`config.mk`:
```
export PLATFORM = sky130hd
export DESIGN_NAME = segdac_switch_ctrl
export DESIGN_NICKNAME = d
export VERILOG_FILES = /design/src/rtl/segdac_pkg.sv /design/src/rtl/segdac_thermo.sv /design/src/rtl/segdac_por_hold.sv /design/src/rtl/segdac_switch_ctrl.sv
export SDC_FILE = /design/constraint.sdc
export NUM_CORES = 1
export LEC_CHECK = 0
export BUFFER_PORTS_ARGS = -buffer_cell sky130_fd_sc_hd__buf_2
export CAP_MARGIN = 25
export CORE_ASPECT_RATIO = 1.2
export CORE_MARGIN = 2
export CORE_UTILIZATION = 42
export CTS_CLUSTER_SIZE = 30
export DETAILED_ROUTE_END_ITERATION = 12
export PLACE_DENSITY = 0.74
export SYNTH_ARGS = -nofsm -noshare
export SYNTH_HDL_FRONTEND = slang
export SYNTH_SLANG_ARGS = --single-unit
```
`constraint.sdc`:
```
create_clock -name clk -period 1.36 [get_ports clk]
set_input_delay 0.272 -clock clk [delete_from_list [all_inputs] [get_ports clk]]
set_output_delay 0.272 -clock clk [all_outputs]
set_load 0.05 [all_outputs]
```
`src/rtl/segdac_pkg.sv`:
```
package segdac_pkg;
  localparam int DEF_CODE_W   = 16;
  localparam int DEF_SEG_BITS = 4;
  localparam int DEF_HOLD     = 8;

  // Count of segments that are on at the bipolar-zero (midscale) code
  function automatic int midscale_segs(input int seg_bits);
    return 1 << (seg_bits - 1);
  endfunction
endpackage

```
`src/rtl/segdac_thermo.sv`:
```
module segdac_thermo #(
  parameter int SEG_BITS = 4,
  localparam int SEG_N = (1 << SEG_BITS) - 1
) (
  input  logic [SEG_BITS-1:0] top,
  output logic [SEG_N-1:0]    therm
);
  for (genvar i = 0; i < SEG_N; i++) begin : g_seg
    assign therm[i] = (top > SEG_BITS'(i));
  end
endmodule

```
`src/rtl/segdac_por_hold.sv`:
```
module segdac_por_hold #(
  parameter int HOLD_CYCLES = 8,
  localparam int CW = $clog2(HOLD_CYCLES + 1) < 1 ? 1 : $clog2(HOLD_CYCLES + 1)
) (
  input  logic clk,
  input  logic rst_n,
  output logic hold
);
  logic [CW-1:0] cnt;

  assign hold = (cnt != CW'(HOLD_CYCLES));

  always_ff @(posedge clk or negedge rst_n) begin
    if (!rst_n)    cnt <= '0;
    else if (hold) cnt <= cnt + CW'(1);
  end
endmodule

```
`src/rtl/segdac_switch_ctrl.sv`:
```
module segdac_switch_ctrl
  import segdac_pkg::*;
#(
  parameter int CODE_W      = DEF_CODE_W,
  parameter int SEG_BITS    = DEF_SEG_BITS,
  parameter int HOLD_CYCLES = DEF_HOLD,
  localparam int SEG_N = (1 << SEG_BITS) - 1,
  localparam int BIN_W = CODE_W - SEG_BITS
) (
  input  logic              clk,
  input  logic              rst_n,
  input  logic [CODE_W-1:0] code,
  input  logic              clr_n,
  input  logic              pd_n,
  output logic [SEG_N-1:0]  seg_sw,
  output logic [BIN_W-1:0]  bin_sw,
  output logic              pd_en
);
  localparam int MID_SEGS = midscale_segs(SEG_BITS);
  localparam logic [SEG_N-1:0] ZERO_SEG = SEG_N'((1 << MID_SEGS) - 1);

  logic             por_hold;
  logic             force_zero;
  logic [SEG_N-1:0] therm;

  segdac_thermo #(.SEG_BITS(SEG_BITS)) u_thermo (
    .top   (code[CODE_W-1 -: SEG_BITS]),
    .therm (therm)
  );

  segdac_por_hold #(.HOLD_CYCLES(HOLD_CYCLES)) u_hold (
    .clk   (clk),
    .rst_n (rst_n),
    .hold  (por_hold)
  );

  assign force_zero = !clr_n || !pd_n || por_hold;

  always_ff @(posedge clk or negedge rst_n) begin
    if (!rst_n) begin
      seg_sw <= ZERO_SEG;
      bin_sw <= '0;
      pd_en  <= 1'b0;
    end else begin
      seg_sw <= force_zero ? ZERO_SEG : therm;
      bin_sw <= force_zero ? '0 : code[BIN_W-1:0];
      pd_en  <= !pd_n;
    end
  end
endmodule

```
==> run_results.csv <==
group,metric,value,unit
routing,ant_nets,0,
yosys,yosysUniqueCellTypes,20,
yosys,async_flop_share,100,%
cells_and_area,fin_area,1580,um^2
setup_path,crit_family,"flip-flops",
yosys,synth_most_common_cell,"dfrtp_1",
routing,drt_iter0_markers,14,
flow_run,drv_cap,0,
die,core,2760,um^2
setup_path,slowest_delay,540,ps
setup_path,crit_arrival,1060,ps
setup_path,cp-end-kind,"output port",
clock_network,cts_tree,"done",
die,die_h,62.5,um
yosys,synthTopCellsByArea,"dfrtp_1, dfstp_2, nor3_1",
setup_path,path_max_fanout,1,
timing,setup_viol,0,
yosys,yosys.area.top_type,"dfrtp_1",
setup_path,rr_startpoint,"u_hold.cnt[1]",
die,fp.dieArea,3290,um^2
yosys,synth_cells,101,
cells_and_area,antennaDiodeCount,0,
place,hpwl,1650,um
min_path,whs_endpoint,"pd_en",
routing,vias,869,
setup_path,crit_type,"reg -> out",
yosys,yosysSeqAreaShare,67.8,%
place,place.gp.congestion,0.770,
die,die_w,52.7,um
place,portBuffers,47,
min_path,min_path_cells,2,
yosys,syn_nets,123,
die,initial_core_util,43.4,%
min_path,min-delay-start,"pd_n",
clock_network,clk_latency,320,ps
routing,wl,2230,um
yosys,synth_area_per_cell,11.8,um^2
timing,period_share,97.8,%
yosys,yosys_warnings,0,
timing,skew,3.84,ps
setup_path,crit_buf_inv,1,
yosys,synth_flop_cell,"dfrtp_1",
setup_path,cpMaxStageDelayCell,"dfstp_2",
place,dpl-instance-area,1470,um^2
setup_path,required,1090,ps
pwr,power_density,1110,nW/um^2
clock_network,clk_path_buf_depth,2,
setup_path,r2r_slack,90,ps
global_routing,grt_max_degree,33,
global_routing,grt_antenna_before_repair,0,
timing,tightest_slew,451,ps
die,ios,48,
cells_and_area,areaGrowthSynthToFinish,32.2,%
global_routing,grt_usage,15.9,%
timing,drv_slew,0,
global_routing,overflow,0,
clock_network,numCtsBuffers,5,
clock_network,cts.htree.levels,2,
timing,final-hold-violation-count,0,
yosys,ys_seq_elements,32,
routing,routedWlPerCell,11.8,um
setup_path,critPathLaunchType,"register",
global_routing,grt_pass1_wl,3710,um
timing,rsz0062_at_grt,"no",
timing,tns,0,ps
global_routing,grt_pass1_vias,857,
timing,relSlewSlack,69.8,%
setup_path,ff2ff_path_depth,5,
timing,maxClockFrequency,752,MHz
setup_path,r2r-end,"bin_sw[5]",
clock_network,clk_pin_slew,90,ps
setup_path,crit_chain,"buf_4",
pwr,irDropWorstVdd,609,uV
yosys,syn_area,1200,um^2
yosys,synthTopCellsByCount,"dfrtp_1, nor3_1, inv_1",
min_path,hp-class,"in -> reg",
clock_network,post_cts_buffers,0,
routing,drtPass1Iterations,4,
routing,viasPerCell,4.60,
clock_network,clock-sinks,32,
cells_and_area,drive_gt1_share,46.5,%
cells_and_area,layout.nets,176,
yosys,synth_top_area_share,50.2,%
yosys,synth-edff-count,0,
setup_path,path_depth,1,
die,row_count,21,
clock_network,cts-root-buf,"clkbuf_4",
timing,period_needed,1330,ps
status,run_status,"finished, final reports clean",
routing,remaining_drc_errors,0,
pwr,leakage,0.851,nW
-- cell usage in the layout, fill, tap and decap left out --
master and count:
clkbuf_8 1, ha_2 1, mux2_4 1, buf_2 39, nand2_1 3, nor2_1 1, nor3_1 16, buf_6 1
nor3_2 4, nand3_1 10, ha_1 1, o21ai_0 2, dlygate4sd3_1 1, clkbuf_1 2, xnor2_1 2, inv_1 16
buf_4 10, clkbuf_4 5, dfrtp_1 24, and2_1 1, nand3b_4 1, and3b_1 1, dfstp_2 8, a21oi_1 1
and3b_2 1, nand2b_1 2
-- through the flow --
stage / total power [mW] / utilization, % / instances / hold slack (ps) / worst slack [ps]
floorplan: 1.14 / - / 101 / -23.6 / 80.9
global placement: 1.23 / 53.1 / 180 / 298 / 111
detailed placement: 1.23 / 53.1 / 180 / 307 / 16.3
CTS: 1.77 / 56.4 / 189 / 115 / 11.9
global route: 1.84 / 57.3 / 189 / 112 / 1.08
finish: 1.75 / 57.3 / 189 / 132 / 29.5
-- state kept, by name, indices dropped and copies added (netlist names) --
name / count
u_hold.cnt: 4
bin_sw: 12
pd_en: 1
seg_sw: 15
-- power breakdown --
group          switching (mW)  internal, mW  total, mW
clock network           0.279         0.255      0.534
logic                   0.168        0.0608      0.229
registers             0.00698         0.983      0.990
-- logic make-up (layout without fill, tap and decap cells) --
kind of cell    after synthesis  after routing  share of synthesized area (%)
simple gates                 40             40                           18.5
fa+ha+maj                     2              2                           2.09
xor+xnor                      2              2                           1.46
buf+inv                      21             75                           7.64
flops                        32             32                           67.8
mux                           1              1                           1.25
compound gates                3              3                           1.25
-- final cells by class --
| cell class | count | area [um^2] |
|---|---|---|
| clock buffers | 8 | 58.8 |
| well taps | 34 | 42.5 |
| flip-flops and latches | 32 | 811 |
| inverters | 16 | 60.1 |
| multi-input cells | 48 | 318 |
| repair buffers | 51 | 292 |
| fillers | 234 | 1180 |
-- how the worst max path moves through the flow --
stage | slack (ps) | endpoint | from
after floorplan | 80 | u_hold.cnt[1] | u_hold.cnt[0]
after global placement | 110 | u_hold.cnt[0] | u_hold.cnt[1]
after detailed placement | 20 | seg_sw[13] | u_hold.cnt[1]
after CTS | 10 | seg_sw[13] | u_hold.cnt[1]
after global routing | 1 | seg_sw[11] | u_hold.cnt[1]
final | 30 | seg_sw[2] | seg_sw[2]
-- repair_timing --
action	CTS	global route
setup endpoints to repair	9	13
hold buffers	1	0
endpoints found under the hold margin	24	0
resized for setup	9	6
pin swaps	0	0
-- layer usage --
metal,routed length (um),up-vias,GRT usage (%)
li1,-,429,-
met1,831,412,17.8
met2,1240,24,25.6
met3,114,4,6.46
met4,44,0,7.69
met5,0,-,0
Power figures use the tool's default switching activity.
